<file path="src/rtl/hss_pkg.sv">
package hss_pkg;
   typedef enum logic [1:0] {
      ST_IDLE = 2'd0,
      ST_WAIT = 2'd1,
      ST_HOLD = 2'd2
   } seq_state_t;

   localparam logic [1:0] MODE_EXT  = 2'd0;
   localparam logic [1:0] MODE_INT  = 2'd1;
   localparam logic [1:0] MODE_LINE = 2'd2;

   localparam int STATUS_W = 4;
endpackage

</file>
<file path="src/rtl/hss_cfg_shift.sv">
module hss_cfg_shift #(
   parameter int NCH   = 64,
   parameter int DLY_W = 10
) (
   input  logic             clk,
   input  logic             rst_n,
   input  logic             sclk,
   input  logic             sdata,
   input  logic             load,
   input  logic             apply,
   output logic [1:0]       mode_o,
   output logic [DLY_W-1:0] delay_o,
   output logic [NCH-1:0]   en_o
);
   localparam int CFG_W = 2 + DLY_W + NCH;

   logic             sclk_q, load_q;
   logic [CFG_W-1:0] shift_q, shadow_q, active_q;
   logic             sclk_rise, load_rise;

   assign sclk_rise = sclk & ~sclk_q;
   assign load_rise = load & ~load_q;

   always_ff @(posedge clk) begin
      if (!rst_n) begin
         sclk_q   <= 1'b0;
         load_q   <= 1'b0;
         shift_q  <= '0;
         shadow_q <= {hss_pkg::MODE_INT, {DLY_W{1'b0}}, {NCH{1'b0}}};
         active_q <= {hss_pkg::MODE_INT, {DLY_W{1'b0}}, {NCH{1'b0}}};
      end else begin
         sclk_q <= sclk;
         load_q <= load;
         if (sclk_rise) shift_q <= {shift_q[CFG_W-2:0], sdata};
         if (load_rise) shadow_q <= shift_q;
         if (apply)     active_q <= shadow_q;
      end
   end

   assign mode_o  = active_q[CFG_W-1 -: 2];
   assign delay_o = active_q[NCH +: DLY_W];
   assign en_o    = active_q[NCH-1:0];
endmodule

</file>
<file path="src/rtl/hss_chan_front.sv">
module hss_chan_front #(
   parameter int NCH = 64
) (
   input  logic           clk,
   input  logic           rst_n,
   input  logic [NCH-1:0] hit_i,
   input  logic [NCH-1:0] en_i,
   input  logic           block_i,
   input  logic           clear_i,
   output logic [NCH-1:0] start_o,
   output logic           any_o
);
   logic [NCH-1:0] armed_hits;

   assign armed_hits = hit_i & en_i;
   assign any_o      = |armed_hits;

   for (genvar ch = 0; ch < NCH; ch++) begin : g_ch
      logic hit_q, started_q;

      assign start_o[ch] = armed_hits[ch] & ~hit_q & ~started_q & ~block_i;

      always_ff @(posedge clk) begin
         if (!rst_n) begin
            hit_q     <= 1'b0;
            started_q <= 1'b0;
         end else begin
            hit_q <= hit_i[ch];
            if (clear_i)          started_q <= 1'b0;
            else if (start_o[ch]) started_q <= 1'b1;
         end
      end
   end
endmodule

</file>
<file path="src/rtl/hss_strobe_fsm.sv">
module hss_strobe_fsm #(
   parameter int DLY_W = 10
) (
   input  logic                          clk,
   input  logic                          rst_n,
   input  logic [1:0]                    mode_i,
   input  logic [DLY_W-1:0]              delay_i,
   input  logic                          local_trig_i,
   input  logic                          line_trig_i,
   input  logic                          ext_sh_i,
   input  logic                          done_i,
   output logic                          strobe_o,
   output logic                          idle_o,
   output logic                          hold_o,
   output logic [hss_pkg::STATUS_W-1:0]  status_o
);
   import hss_pkg::*;

   seq_state_t       state_q;
   logic [DLY_W-1:0] cnt_q;
   logic [1:0]       fired_mode_q;
   logic             strobe_q, ext_q;
   logic             go;
   logic [STATUS_W-1:0] status_q;

   always_comb begin
      unique case (mode_i)
         MODE_EXT:  go = ext_sh_i & ~ext_q;
         MODE_LINE: go = line_trig_i;
         default:   go = local_trig_i;
      endcase
   end

   always_ff @(posedge clk) begin
      if (!rst_n) begin
         state_q      <= ST_IDLE;
         cnt_q        <= '0;
         fired_mode_q <= MODE_INT;
         strobe_q     <= 1'b0;
         ext_q        <= 1'b0;
         status_q     <= '0;
      end else begin
         ext_q    <= ext_sh_i;
         strobe_q <= 1'b0;
         unique case (state_q)
            ST_IDLE: begin
               if (go) begin
                  fired_mode_q <= mode_i;
                  if (mode_i == MODE_EXT) begin
                     state_q  <= ST_HOLD;
                     status_q <= {1'b1, 1'b0, MODE_EXT};
                  end else if (delay_i == '0) begin
                     strobe_q <= 1'b1;
                     state_q  <= ST_HOLD;
                     status_q <= {1'b1, mode_i == MODE_LINE, mode_i};
                  end else begin
                     cnt_q   <= delay_i - 1'b1;
                     state_q <= ST_WAIT;
                  end
               end
            end
            ST_WAIT: begin
               if (cnt_q == '0) begin
                  strobe_q <= 1'b1;
                  state_q  <= ST_HOLD;
                  status_q <= {1'b1, fired_mode_q == MODE_LINE, fired_mode_q};
               end else begin
                  cnt_q <= cnt_q - 1'b1;
               end
            end
            ST_HOLD: begin
               if (done_i) begin
                  state_q  <= ST_IDLE;
                  status_q <= '0;
               end
            end
            default: state_q <= ST_IDLE;
         endcase
      end
   end

   assign strobe_o = (mode_i == MODE_EXT) ? ext_sh_i : strobe_q;
   assign idle_o   = (state_q == ST_IDLE);
   assign hold_o   = (state_q == ST_HOLD);
   assign status_o = status_q;
endmodule

</file>
<file path="src/rtl/hit_strobe_sequencer.sv">
module hit_strobe_sequencer #(
   parameter int NCH   = 64,
   parameter int DLY_W = 10
) (
   input  logic                         clk,
   input  logic                         rst_n,
   input  logic [NCH-1:0]               hit_i,
   input  logic                         cfg_sclk,
   input  logic                         cfg_sdata,
   input  logic                         cfg_load,
   input  logic                         ext_sh_i,
   input  logic                         line_a_i,
   input  logic                         line_b_i,
   input  logic                         readout_done_i,
   output logic                         trig_o,
   output logic                         strobe_o,
   output logic [NCH-1:0]               start_o,
   output logic [hss_pkg::STATUS_W-1:0] status_o
);
   if (NCH < 1) begin : g_bad_nch
      $error("hit_strobe_sequencer: NCH must be at least 1");
   end
   if (DLY_W < 1 || DLY_W > 16) begin : g_bad_dly
      $error("hit_strobe_sequencer: DLY_W must lie in 1..16");
   end

   logic [1:0]       act_mode;
   logic [DLY_W-1:0] act_delay;
   logic [NCH-1:0]   act_en;
   logic             idle, hold, any_hit;

   hss_cfg_shift #(.NCH(NCH), .DLY_W(DLY_W)) u_cfg (
      .clk     (clk),
      .rst_n   (rst_n),
      .sclk    (cfg_sclk),
      .sdata   (cfg_sdata),
      .load    (cfg_load),
      .apply   (idle),
      .mode_o  (act_mode),
      .delay_o (act_delay),
      .en_o    (act_en)
   );

   hss_chan_front #(.NCH(NCH)) u_front (
      .clk     (clk),
      .rst_n   (rst_n),
      .hit_i   (hit_i),
      .en_i    (act_en),
      .block_i (hold),
      .clear_i (hold & readout_done_i),
      .start_o (start_o),
      .any_o   (any_hit)
   );

   assign trig_o = any_hit & ~hold;

   hss_strobe_fsm #(.DLY_W(DLY_W)) u_fsm (
      .clk          (clk),
      .rst_n        (rst_n),
      .mode_i       (act_mode),
      .delay_i      (act_delay),
      .local_trig_i (trig_o),
      .line_trig_i  (line_a_i | line_b_i),
      .ext_sh_i     (ext_sh_i),
      .done_i       (readout_done_i),
      .strobe_o     (strobe_o),
      .idle_o       (idle),
      .hold_o       (hold),
      .status_o     (status_o)
   );
endmodule

</file>
<file path="config.mk">
export PLATFORM = sky130hd
export DESIGN_NAME = hit_strobe_sequencer
export DESIGN_NICKNAME = d
export VERILOG_FILES = /design/src/rtl/hss_pkg.sv /design/src/rtl/hss_cfg_shift.sv /design/src/rtl/hss_chan_front.sv /design/src/rtl/hss_strobe_fsm.sv /design/src/rtl/hit_strobe_sequencer.sv
export SDC_FILE = /design/constraint.sdc
export NUM_CORES = 1
export LEC_CHECK = 0
export ABC_AREA = 1
export ABC_CLOCK_PERIOD_IN_PS = 3300
export BUFFER_PORTS_ARGS = -buffer_cell sky130_fd_sc_hd__buf_4
export CAP_MARGIN = 30
export CORE_MARGIN = 2
export CORE_UTILIZATION = 45
export CTS_CLUSTER_DIAMETER = 40
export DETAILED_ROUTE_END_ITERATION = 16
export PLACE_DENSITY = 0.71
export SETUP_SLACK_MARGIN = 0.3
export SYNTH_ARGS = -nofsm -noshare
export SYNTH_HDL_FRONTEND = slang
export SYNTH_HIERARCHICAL = 1
export SYNTH_SLANG_ARGS = --single-unit
export TNS_END_PERCENT = 10
</file>
<file path="constraint.sdc">
create_clock -name clk -period 3.3 [get_ports clk]
set_input_delay 0 -clock clk [delete_from_list [all_inputs] [get_ports clk]]
set_output_delay 0 -clock clk [all_outputs]
set_load 0.005 [all_outputs]
</file>
Word-level counts from Yosys, hierarchy flattened
Index checks and enable logic that the tools add are counted.
W data, S select, Z words.
- output and inout bits: 70
- input bits: 73
- word-level logic and storage cells: 520
- flip-flop bits (word level): 378
- equal/unequal tests: 11
- bitwise operators: 332
- reduce and logical (&&, ||, !) cells: 12
- muxes and demuxes: 24
- add/subtract/negate cells: 2
- operators with widths (kind ; count):
    $and A1 B1 Y1 ; 197
    $not A1 Y1 ; 133
    $and A64 B64 Y64 ; 1
    $reduce_or A64 Y1 ; 1
    $mux W10 ; 4
    $logic_not A10 Y1 ; 2
    $mux W4 ; 5
    $pmux W10 S2 ; 1
    $sub A10 B1 Y10 const B ; 2
    $pmux W4 S3 ; 1
    $mux W2 ; 5
    $reduce_and A5 Y1 ; 2
    $ne A2 B2 Y1 const B ; 4
    $eq A2 B2 Y1 const B ; 3
    $pmux W2 S3 ; 1
    $mux W1 ; 5
    $logic_not A2 Y1 ; 2
    $ne A2 B1 Y1 const B ; 2
    $pmux W1 S2 ; 2
    $ne A3 B1 Y1 const B ; 1
    $reduce_and A3 Y1 ; 1
    $reduce_bool A3 Y1 ; 1
    $eq A2 B1 Y1 const B ; 1
    $reduce_and A2 Y1 ; 1
    3 further kinds ; 3

Longest topological paths before layout
Gate-level depths: netlist of the first run.
- depth in word-level cells: 6
- mapped depth: 19
- gate-level depth less buffers: 19

Cells and area by module
Netlist of the first run, hierarchy kept.
- modules (own cells, without submodules) (module ; instances ; cells each ; seq. area each (sq um) ; area each (sq um)):
    hss_cfg_shift ; 1 ; 1244 ; 4604.4 ; 8837.2
    hss_chan_front ; 1 ; 717 ; 2562.5 ; 5081.1
    hss_strobe_fsm ; 1 ; 254 ; 400.4 ; 1512.7
    hit_strobe_sequencer ; 1 ; 7 ; 0.0 ; 26.3

Worst setup path before layout of the first run
OpenSTA, ideal clock, no wires.
- path kind: reg-to-reg
- from: register u_fsm.state_q[1]
- to: register u_fsm.cnt_q[8]
- library setup time: 64 ps
- required time: 3236 ps
- buffers on the path: 1
- arrival: 1744 ps
- clock period less this slack: 1808 ps
- setup slack: 1492 ps
- cell stages (with the launch flop): 14
- cell sequence: dfxtp_1 > inv_1 > ha_1 > buf_4 > o21ai_2 > ha_1 > nand3_1 > nor2_1 > nand3_1 > nand2_1 > nand2_1 > nand2_1 > nand2_1 > nor2_1
- longest elaborated chain between the ends: 6
- elaborated cells on any way between the ends: 13
- those cells by class: eq/ne: 6; mux: 2; bitwise: 2; reduce/logical: 3
- ends and longest elaborated chain (what ; RTL line ; RTL):
    from (decl) ; hss_strobe_fsm.sv:19 ; seq_state_t state_q;
    from (signal assigned) ; hss_strobe_fsm.sv:36 ; state_q <= ST_IDLE;
    from (signal assigned) ; hss_strobe_fsm.sv:50 ; state_q <= ST_HOLD;
    from (signal assigned) ; hss_strobe_fsm.sv:54 ; state_q <= ST_HOLD;
    $eq A2 B2 Y1 ; hss_strobe_fsm.sv:84 ; assign hold_o = (state_q == ST_HOLD);
    $not A1 Y1 ; hit_strobe_sequencer.sv:55 ; assign trig_o = any_hit & ~hold;
    $and A1 B1 Y1 ; hit_strobe_sequencer.sv:55 ;
    $pmux W1 S2 ; hss_strobe_fsm.sv:27 ; unique case (mode_i)
    $ne A2 B1 Y1 (no line) ; - ;
    $reduce_and A5 Y1 (no line) ; - ;
    to (signal assigned) ; hss_strobe_fsm.sv:57 ; cnt_q <= delay_i - 1'b1;
    to (signal assigned) ; hss_strobe_fsm.sv:68 ; cnt_q <= cnt_q - 1'b1;
    to (decl) ; hss_strobe_fsm.sv:20 ; logic [DLY_W-1:0] cnt_q;
Several ways; a longest one is shown, not always the timed one.
A chain may end at the register's enable or synchronous reset.

Final worst setup path of the first run
Ends and elaborated chain as after synthesis.

==> results of run 1 <==
-- path summary, 6_finish.rpt --
path                                           from  slack [ps]  cells after the start                                endpoint
max                   u_fsm/state_q[1]$_SDFFE_PN0P_         770                     14             u_fsm/cnt_q[8]$_SDFFE_PN0P_
max reg2reg           u_fsm/state_q[1]$_SDFFE_PN0P_         770                     14             u_fsm/cnt_q[8]$_SDFFE_PN0P_
min                                        cfg_sclk           8                      5          u_cfg/shift_q[22]$_SDFFE_PN0P_
min reg2reg  u_front/g_ch[7].started_q$_SDFFE_PP0P_         460                      2  u_front/g_ch[7].started_q$_SDFFE_PP0P_
-- power by group --
part | switching (mW) | internal [mW] | leakage (nW)
combinational | 2.17 | 1.20 | 5.60
sequential | 0.330 | 5.22 | 3.12
clock | 1.96 | 2.72 | 0.695
total | 4.46 | 9.14 | 9.41
-- critical path, cell delays in order, from the launching register on --
cell and delay, ps:
sky130_fd_sc_hd__dfxtp_1 350, sky130_fd_sc_hd__inv_1 90, sky130_fd_sc_hd__ha_1 620, sky130_fd_sc_hd__inv_1 330, sky130_fd_sc_hd__nand2_1 140, sky130_fd_sc_hd__nand2_1 90
sky130_fd_sc_hd__ha_1 200, sky130_fd_sc_hd__nand3_1 130, sky130_fd_sc_hd__nor2_1 90, sky130_fd_sc_hd__nand3_1 90, sky130_fd_sc_hd__nand2_1 50, sky130_fd_sc_hd__nand2_1 60
sky130_fd_sc_hd__nand2_1 50, sky130_fd_sc_hd__nand2_1 70, sky130_fd_sc_hd__nor2_1 60
-- area by class of cell --
class	count	area (um^2)
timing repair buffer	223	1888
clock inverter	24	217.7
antenna	1	2.502
fill	3120	15030
clock buffer	52	1202
multi-input combinational	1400	5997
tap	448	560.5
inverter	328	1234
sequential	378	7567
-- cells in the final DEF (no fill, tap or decap), types with 3 or more instances in the layout --
master / instances
sky130_fd_sc_hd__a21oi_1: 69
sky130_fd_sc_hd__buf_12: 3
sky130_fd_sc_hd__buf_4: 151
sky130_fd_sc_hd__clkbuf_16: 45
sky130_fd_sc_hd__clkbuf_8: 6
sky130_fd_sc_hd__clkinv_2: 4
sky130_fd_sc_hd__clkinv_4: 8
sky130_fd_sc_hd__clkinvlp_4: 3
sky130_fd_sc_hd__dfxtp_1: 378
sky130_fd_sc_hd__dlygate4sd3_1: 68
sky130_fd_sc_hd__ha_1: 5
sky130_fd_sc_hd__inv_1: 322
sky130_fd_sc_hd__inv_2: 5
sky130_fd_sc_hd__inv_6: 6
sky130_fd_sc_hd__nand2_1: 386
sky130_fd_sc_hd__nand2_4: 4
sky130_fd_sc_hd__nand3_1: 227
sky130_fd_sc_hd__nand3_2: 10
sky130_fd_sc_hd__nand4_1: 13
sky130_fd_sc_hd__nor2_1: 576
sky130_fd_sc_hd__nor2_2: 6
sky130_fd_sc_hd__nor2_4: 3
sky130_fd_sc_hd__o21ai_0: 86
-- flip-flops by register name (all words and copies together), names as in the netlist, 2 cells and up --
| signal | count |
|---|---|
| u_cfg/active_q | 76 |
| u_cfg/shadow_q | 76 |
| u_cfg/shift_q | 76 |
| u_front/g_ch.hit_q | 64 |
| u_front/g_ch.started_q | 64 |
| u_fsm/cnt_q | 10 |
| u_fsm/fired_mode_q | 2 |
| u_fsm/state_q | 2 |
| u_fsm/status_o | 4 |
-- cells by family (layout without fill, tap and decap cells) --
family	Yosys count	after routing	share of synthesized area, %
simple gates	1231	1231	32.86
buf+inv	444	627	12.30
flops	378	378	48.96
compound gates	161	161	5.294
fa+ha+maj	6	6	0.4857
xor+xnor	2	2	0.1133
other cells	0	1	0
-- routing by layer --
metal  vias up  part of all wire [%]  track usage (%)
met5         -                     0                0
met4         0                   2.4            6.291
met3        69                   4.8            3.207
met2       299                    49            35.24
met1      6209                    44            23.53
li1       7049                     -                -
-- stage by stage --
step                area, um^2  hold WS (ps)  power [mW]  util (%)
detailed placement       16570         194.1       8.946     49.16
finish                   18670         7.912       13.60     55.40
global placement         16570         191.4       8.874     49.16
global route             18670         30.88       14.43     55.40
floorplan                15460         93.45       8.099         -
CTS                      18670        0.6133       13.70     55.39
==> results.sh, run 1 <==
export IMPL_result_of_the_run="complete, no violations"
export IMPL_routed_via_density=4.774
export IMPL_timing_critical_path_required_ps=3720
export IMPL_critical_path_class="flip-flop to flip-flop"
export IMPL_netlist_top_cells_area="sky130_fd_sc_hd__dfxtp_1 (49%), sky130_fd_sc_hd__nor2_1 (14%), sky130_fd_sc_hd__nand2_1 (9.4%)"
export IMPL_dp_slack_ps=787.0
export IMPL_post_route_drc_count=0
export IMPL_cts_setup_buffers=0
export IMPL_post_synth_instance_area_um2=15460
export IMPL_wire_length_of_the_first_global_routing_pass_mm=59.08
export IMPL_final_min_period_over_clock_period_pct=76.70
export IMPL_power_density_nw_per_um2=728.5
export IMPL_hold_class="input port to flip-flop"
export IMPL_cp_end_kind="flip-flop"
export IMPL_synth_yosys_warnings=6
export IMPL_antenna_found_initial=1
export IMPL_ys_seq_area_share_pct=48.96
export IMPL_cts_buffers=43
export IMPL_initial_core_util_pct=45.87
export IMPL_max_cap_violations=0
export IMPL_grt_overflow_total=0
export IMPL_fin_crit_ps=2531
export IMPL_post_place_cells=2709
export IMPL_clockBufferDepth=3
export IMPL_wl_mm=35.53
export IMPL_synthFlopType="sky130_fd_sc_hd__dfxtp_1"
export IMPL_ranking_of_synthesized_cells_by_instance_count="sky130_fd_sc_hd__nor2_1 (576), sky130_fd_sc_hd__nand2_1 (386), sky130_fd_sc_hd__dfxtp_1 (378)"
export IMPL_grt_start_max_net_pins=141
export IMPL_cts_root_buffer_cell="sky130_fd_sc_hd__clkbuf_16"
export IMPL_synthMostInstantiatedCell="sky130_fd_sc_hd__nor2_1"
export IMPL_max_freq_mhz=395.1
export IMPL_synth_edff_count=0
export IMPL_finalClockSkew_ps=18.06
export IMPL_layout_area_overhead_vs_synth_pct=20.78
export IMPL_placeableCoreArea_um2=33700
export IMPL_worstMarginPinSlew_ps=975.4
export IMPL_post_dp_hpwl_mm=22.10
export IMPL_ys_async_sr_fraction_pct=0
export IMPL_syn_num_nets=2301
export IMPL_worst_case_vdd_ir_drop_mv=0.4234
export IMPL_numPortBuffers=142
export IMPL_dieHeight_um=189.3
export IMPL_grt_pass1_vias=12750
export IMPL_headroom_to_the_max_slew_limit_pct=34.82
export IMPL_drt_pass1_iterations=5
export IMPL_cts_repair_resize_count=0
export IMPL_clkSlewWorstSetupHoldPaths_ps=70
export IMPL_finalNetCount=2453
export IMPL_die_w_um=189.3
export IMPL_clock_sinks=378
export IMPL_crit_path_max_fanout=21
export IMPL_drt_first_iter_violations=802
export IMPL_final_worst_setup_slack_ps=769.0
export IMPL_routed_via_count=13630
export IMPL_cellLeakagePower_nw=9.413
export IMPL_setup_viol=0
export IMPL_global_route_usage_total_pct=19.49
export IMPL_synth_avg_cell_area_um2=6.956
export IMPL_synth_seq_cells=378
export IMPL_final_hold_violation_count=0
export IMPL_globalplace_congestion=0.8538
export IMPL_synth_cell_type_count=31
export IMPL_post_route_cells_drive_above_1_share_pct=10.98
export IMPL_htree_num_levels=2
export IMPL_timing_setup_tns_ps=0
export IMPL_worst_skew_pair_late_latency_ps=530
export IMPL_tritoncts="done"
export IMPL_syn_inst=2222
export IMPL_drt_wirelength_per_cell_um=12.45
export IMPL_type_of_origin_of_the_critical_path="flip-flop"
export IMPL_finalNonFillerCells=2854
export IMPL_slew_viol_final=0
export IMPL_yosysTopAreaCell="sky130_fd_sc_hd__dfxtp_1"
export IMPL_postRouteAntennaNets=0
export IMPL_rsz0062_at_grt="false"
export IMPL_synth_top_area_share_pct=48.96
export IMPL_crit_arrival_ps=2950
export IMPL_design_portCount=143
export IMPL_number_of_standard_cell_rows_in_the_floorplan=67
export IMPL_post_cts_hold_buffer_count=68
export IMPL_fp_dieArea_um2=35850
Power figures use the tool's default switching activity.
==> inputs of run 2 (changes only) <==
Settings changed: ABC_CLOCK_PERIOD_IN_PS 3300 to 2310, PLACE_DENSITY 0.71 to 0.74.
Clock period 3.3 ns to 2.31 ns, I/O delays scaled along.
==> run 2 against run 1 <==
Effect of this change:
- largest power group unchanged
- first-iteration DRC count is 12% higher
- utilization is 0.94 points higher
- global-route usage hardly changed
- die area stayed put
- final area is 1.7% higher
- clock-buffer cell count is 4 higher
- highest routed layer unchanged
- critical endpoint is now u_fsm/cnt_q[0]$_SDFFE_PN0P_
- via count hardly changed
==> results.sh, run 2 (synthesis results as in run 1) <==
export IMPL_power_density_nw_per_um2=1047
export IMPL_headroom_to_the_max_slew_limit_pct=51.57
export IMPL_grt_overflow_total=0
export IMPL_setup_viol=0
export IMPL_grt_start_max_net_pins=84
export IMPL_r2r_end="u_fsm/cnt_q[0]$_SDFFE_PN0P_"
export IMPL_max_freq_mhz=473.1
export IMPL_cp_end_kind="flip-flop"
export IMPL_design_portCount=143
export IMPL_layout_area_overhead_vs_synth_pct=22.83
export IMPL_worst_r2r_setup_slack_ps=200
export IMPL_rsz0062_at_grt="true"
export IMPL_critical_path_class="flip-flop to flip-flop"
export IMPL_crit_path_max_incr_delay_ps=320
export IMPL_crit_arrival_ps=2520
export IMPL_worstMarginPinSlew_ps=726.5
export IMPL_most_common_layout_cells="sky130_fd_sc_hd__nor2_1 (566), sky130_fd_sc_hd__dfxtp_1 (375), sky130_fd_sc_hd__nand2_1 (374)"
export IMPL_critical_path_buf_inv_count=2
export IMPL_clkSlewWorstSetupHoldPaths_ps=60
export IMPL_slew_viol_final=0
export IMPL_clock_sinks=378
export IMPL_fin_crit_ps=2114
export IMPL_finalNonFillerCells=2868
export IMPL_number_of_standard_cell_rows_in_the_floorplan=67
export IMPL_util_after_layout_pct=56.34
export IMPL_timing_rr_start="u_cfg/active_q[56]$_SDFFE_PN0P_"
export IMPL_sequential_cell_area_um2=7571
export IMPL_cp_common_cell="sky130_fd_sc_hd__nor2_2"
export IMPL_critPathSlowestCell="sky130_fd_sc_hd__dfxtp_2"
export IMPL_post_route_drc_count=0
export IMPL_post_place_cells=2716
export IMPL_worst_hold_stages=2
export IMPL_drt_first_iter_violations=902
export IMPL_fp_dieArea_um2=35850
export IMPL_hold_class="input port to flip-flop"
export IMPL_dieHeight_um=189.3
export IMPL_cts_root_buffer_cell="sky130_fd_sc_hd__clkbuf_16"
export IMPL_mostFrequentLayoutCell="sky130_fd_sc_hd__nor2_1"
export IMPL_post_dp_hpwl_mm=21.93
export IMPL_finalClockSkew_ps=16.28
export IMPL_fin_hold_ws_ps=15.26
export IMPL_hold_path_startpoint="rst_n"
export IMPL_crit_path_max_fanout=7
export IMPL_placeableCoreArea_um2=33700
export IMPL_multi_input_comb_area_um2=6090
export IMPL_clockBufferDepth=3
export IMPL_worst_hold_path_endpoint="u_fsm/fired_mode_q[0]$_SDFFE_PN1P_"
export IMPL_wl_mm=35.52
export IMPL_global_route_usage_total_pct=19.45
export IMPL_worst_case_vdd_ir_drop_mv=0.5118
export IMPL_post_route_cells_drive_above_1_share_pct=12.48
export IMPL_final_min_period_over_clock_period_pct=91.51
export IMPL_critical_path_top_delay_family="simple AND/OR/NAND/NOR gates"
export IMPL_reg2regPathDepth=16
export IMPL_result_of_the_run="complete, no violations"
export IMPL_timing_setup_tns_ps=0
export IMPL_final_hold_violation_count=0
export IMPL_path_cells="nand2_2 -> nand4_1 -> nor2_2 -> nand2_1 -> nor2_1 -> nand2_1 -> inv_2 -> nor2_2 -> or2_4 -> nand2_4 -> nand2_4 -> nand2_8 -> nor2_4 -> buf_4 -> nor2_2 -> nor2_1"
export IMPL_postRouteAntennaNets=0
export IMPL_grt_pass1_vias=12840
export IMPL_routed_via_density=4.749
export IMPL_numPortBuffers=142
export IMPL_largest_registers="u_cfg/active_q x76, u_cfg/shadow_q x76, u_cfg/shift_q x76"
export IMPL_initial_core_util_pct=45.87
export IMPL_antenna_found_initial=0
export IMPL_type_of_origin_of_the_critical_path="flip-flop"
export IMPL_inserted_diodes=0
export IMPL_worst_skew_pair_late_latency_ps=520
export IMPL_max_cap_violations=0
export IMPL_tritoncts="done"
export IMPL_die_w_um=189.3
export IMPL_htree_num_levels=2
export IMPL_wire_length_of_the_first_global_routing_pass_mm=59.08
export IMPL_fill_cells=3111
export IMPL_globalplace_congestion=0.8378
export IMPL_routed_via_count=13620
export IMPL_overall_power_of_the_completed_layout_mw=19.87
export IMPL_cts_buffers=43
export IMPL_cellLeakagePower_nw=9.529
export IMPL_finalNetCount=2469
export IMPL_timing_critical_path_required_ps=2720
export IMPL_drt_pass1_iterations=5
export IMPL_worstSetupPathDepth=16
export IMPL_drt_wirelength_per_cell_um=12.38
==> run 2: how the worst max path moves through the flow <==
stage                                    start                          end  slack (ps)
4_1_cts        u_cfg/active_q[61]$_SDFFE_PN0P_  u_fsm/cnt_q[5]$_SDFFE_PN0P_         240
3_3_place_gp    u_cfg/active_q[0]$_SDFFE_PN0P_  u_fsm/cnt_q[7]$_SDFFE_PN0P_          90
5_1_grt        u_cfg/active_q[56]$_SDFFE_PN0P_  u_fsm/cnt_q[0]$_SDFFE_PN0P_          90
3_5_place_dp   u_cfg/active_q[50]$_SDFFE_PN0P_  u_fsm/cnt_q[7]$_SDFFE_PN0P_          50
2_1_floorplan    u_fsm/state_q[1]$_SDFFE_PN0P_  u_fsm/cnt_q[8]$_SDFFE_PN0P_         500
6_report       u_cfg/active_q[56]$_SDFFE_PN0P_  u_fsm/cnt_q[0]$_SDFFE_PN0P_         200
==> run 2: power by group <==
group          switching [mW]  internal, mW
sequential              0.463          7.46
combinational            3.30          1.98
clock                    2.72          3.95
==> run 2: worst reg2reg max path, cell delays in order (launching register included) <==
cell and delay [ps]:
sky130_fd_sc_hd__dfxtp_2 320, sky130_fd_sc_hd__nand2_2 70, sky130_fd_sc_hd__nand4_1 180, sky130_fd_sc_hd__nor2_2 190
sky130_fd_sc_hd__nand2_1 80, sky130_fd_sc_hd__nor2_1 100, sky130_fd_sc_hd__nand2_1 110, sky130_fd_sc_hd__inv_2 70
sky130_fd_sc_hd__nor2_2 40, sky130_fd_sc_hd__or2_4 260, sky130_fd_sc_hd__nand2_4 80, sky130_fd_sc_hd__nand2_4 70
sky130_fd_sc_hd__nand2_8 90, sky130_fd_sc_hd__nor2_4 70, sky130_fd_sc_hd__buf_4 160, sky130_fd_sc_hd__nor2_2 60
sky130_fd_sc_hd__nor2_1 40
==> run 2: layer usage <==
layer	routed length [um]	GRT usage [%]
met2	17260	34.57
met4	981	6.649
met5	0	0
met1	15950	24.05
met3	1330	2.836
==> run 2: through the flow <==
step,cell area [um^2],setup slack [ps]
CTS,18900,242.2
floorplan,15460,502.3
global placement,16670,93.74
global route,18990,94.14
detailed placement,16670,52.63
finish,18990,196.1
==> run 2: area by class of cell <==
type                            instances  area share (%)
Clock inverter                         19           1.147
Multi-Input combinational cell       1401           32.07
Clock buffer                           56           6.346
Tap cell                              448           2.952
Inverter                              328           6.570
Timing Repair Buffer                  238           11.03
Sequential cell                       378           39.88
==> run 2: what timing repair did <==
action	in CTS	in global routing
resized for setup	19	22
buffers inserted	3	2
pin swaps	8	14
hold endpoints to repair	155	0
hold buffers	70	0
gates cloned	1	1
setup endpoints to repair	64	83
==> inputs of run 3 (changes only) <==
Settings changed: PLACE_DENSITY 0.74 to 0.77.
==> run 3 against run 2 <==
Effect of this change:
- hold slack better by 19 ps
- combinational power up 4.2%
- setup slack better by 3.3 ps
- sequential cell count unchanged
- non-clock buffer count up 9
- final area up 1.3%
- largest cell class unchanged
==> results.sh, run 3 (synthesis results as in run 1) <==
export IMPL_post_route_cells_drive_above_1_share_pct=13.96
export IMPL_number_of_standard_cell_rows_in_the_floorplan=67
export IMPL_grt_start_max_net_pins=91
export IMPL_final_hold_violation_count=0
export IMPL_clockBufferDepth=3
export IMPL_dp_slack_ps=-46.62
export IMPL_numPortBuffers=142
export IMPL_setup_viol=0
export IMPL_routed_via_density=4.812
export IMPL_timing_critical_path_required_ps=2730
export IMPL_rsz0062_at_grt="true"
export IMPL_fp_dieArea_um2=35850
export IMPL_hold_path_startpoint="rst_n"
export IMPL_placedInstanceArea_um2=16700
export IMPL_cellLeakagePower_nw=9.640
export IMPL_post_route_drc_count=0
export IMPL_global_route_usage_total_pct=19.59
export IMPL_proportion_of_power_drawn_by_flip_flops_and_latches_pct=38.7
export IMPL_max_cap_violations=0
export IMPL_critical_path_class="flip-flop to flip-flop"
export IMPL_slew_viol_final=0
export IMPL_placeableCoreArea_um2=33700
export IMPL_headroom_to_the_max_slew_limit_pct=43.21
export IMPL_overall_power_of_the_completed_layout_mw=20.54
export IMPL_fin_crit_ps=2111
export IMPL_htree_num_levels=2
export IMPL_drt_wirelength_per_cell_um=12.53
export IMPL_crit_path_max_incr_delay_ps=320
export IMPL_grt_pass1_vias=13100
export IMPL_cts_buffers=45
export IMPL_power_density_nw_per_um2=1068
export IMPL_inserted_diodes=0
export IMPL_power_share_clock_pct=34.5
export IMPL_p_comb_share_pct=26.8
export IMPL_layout_area_overhead_vs_synth_pct=24.39
export IMPL_tritoncts="done"
export IMPL_cts_root_buffer_cell="sky130_fd_sc_hd__clkbuf_16"
export IMPL_routed_via_count=13850
export IMPL_globalplace_congestion=0.8212
export IMPL_antenna_found_initial=0
export IMPL_cp_end_kind="flip-flop"
export IMPL_wire_length_of_the_first_global_routing_pass_mm=59.59
export IMPL_max_freq_mhz=473.8
export IMPL_power_share_switching_pct=31.92
export IMPL_drt_first_iter_violations=726
export IMPL_design_portCount=143
export IMPL_hold_class="input port to flip-flop"
export IMPL_timing_rr_start="u_cfg/active_q[50]$_SDFFE_PN0P_"
export IMPL_worst_case_vdd_ir_drop_mv=0.5490
export IMPL_timing_setup_tns_ps=0
export IMPL_crit_path_max_fanout=6
export IMPL_path_cells="nand2_2 -> nand4_1 -> nor2_4 -> nand2_2 -> nor2_2 -> nand2_2 -> inv_2 -> nor2_2 -> or2_4 -> nand2_4 -> nand2_4 -> nand2_4 -> buf_6 -> inv_4 -> nand2_4 -> nand2_2 -> nand2_1 -> nor2_1"
export IMPL_final_cell_area_um2=19230
export IMPL_final_min_period_over_clock_period_pct=91.37
export IMPL_mostFrequentLayoutCell="sky130_fd_sc_hd__nor2_1"
export IMPL_dieHeight_um=189.3
export IMPL_most_common_layout_cells="sky130_fd_sc_hd__nor2_1 (564), sky130_fd_sc_hd__dfxtp_1 (371), sky130_fd_sc_hd__nand2_1 (358)"
export IMPL_critPathSlowestCell="sky130_fd_sc_hd__dfxtp_2"
export IMPL_worstMarginPinSlew_ps=851.9
export IMPL_netSwitchingPower_mw=6.556
export IMPL_clock_sinks=378
export IMPL_die_w_um=189.3
export IMPL_clkSlewWorstSetupHoldPaths_ps=60
export IMPL_crit_arrival_ps=2530
export IMPL_finalNetCount=2479
export IMPL_grt_overflow_total=0
export IMPL_cell_internal_power_mw=13.98
export IMPL_wl_mm=36.04
export IMPL_type_of_origin_of_the_critical_path="flip-flop"
export IMPL_finalClockSkew_ps=19.40
export IMPL_worst_skew_pair_late_latency_ps=540
export IMPL_result_of_the_run="complete, no violations"
export IMPL_initial_core_util_pct=45.87
export IMPL_crit_start="u_cfg/active_q[50]$_SDFFE_PN0P_"
export IMPL_post_dp_hpwl_mm=22.50
export IMPL_drt_pass1_iterations=7
export IMPL_postRouteAntennaNets=0
export IMPL_largest_registers="u_cfg/active_q x76, u_cfg/shadow_q x76, u_cfg/shift_q x76"
export IMPL_final_worst_setup_slack_ps=199.4
run 3: metrics by stage:
step	hold slack, ps	utilization, %	cells
4_1_cts	30.10	56.74	2873
2_1_floorplan	93.45	-	2222
3_3_place_gp	187.2	49.54	2718
3_5_place_dp	194.2	49.54	2718
6_report	33.83	57.05	2877
5_1_grt	74.38	57.05	2877
run 3: final timing paths:
path	to	slack, ps	cells after the start
setup / recovery	u_fsm/cnt_q[9]$_SDFFE_PN0P_	200	18
hold / removal	u_fsm/status_o[0]$_SDFFE_PN0P_	30	3
setup reg to reg	u_fsm/cnt_q[9]$_SDFFE_PN0P_	200	18
hold reg to reg	u_front/g_ch[31].started_q$_SDFFE_PP0P_	460	2
run 3: power groups by stage:
stage / logic [mW] / registers [mW] / clock network (mW)
6_report: 5.50 / 7.96 / 7.08
5_1_grt: 6.20 / 8.06 / 7.49
4_1_cts: 5.36 / 7.93 / 7.21
3_5_place_dp: 4.75 / 8.06 / 0
3_3_place_gp: 4.63 / 8.02 / 0
2_1_floorplan: 3.66 / 7.91 / 0
run 3: worst max-delay path: cells and delay by family, from the launching register on:
kind                   cells  cell delay (ps)
and+or+nand+nor           15             1480
DFF                        1              320
buffers and inverters      3              200
run 3: final cells by class:
class | instances | area, um^2
inverter | 328 | 1236
tap | 448 | 560.5
clock buffer | 58 | 1277
fill | 2993 | 14470
sequential | 378 | 7576
timing repair buffer | 247 | 2217
multi-input combinational | 1400 | 6126
clock inverter | 18 | 234.0
run 3: metal layers:
layer,global-route usage (%),vias to the layer above,wire length (um)
li1,-,7089,-
met1,23.47,6390,15500
met2,35.45,289,18090
met3,2.947,77,1457
met4,7.126,0,988
met5,0,-,0
run 3: repair_timing:
item,4_1_cts,5_1_grt
endpoints found under the setup margin,73,79
setup buffers,7,4
pin swaps,13,21
gates cloned,2,0
hold buffers,70,0
endpoints found under the hold margin,176,0
resized for setup,27,37
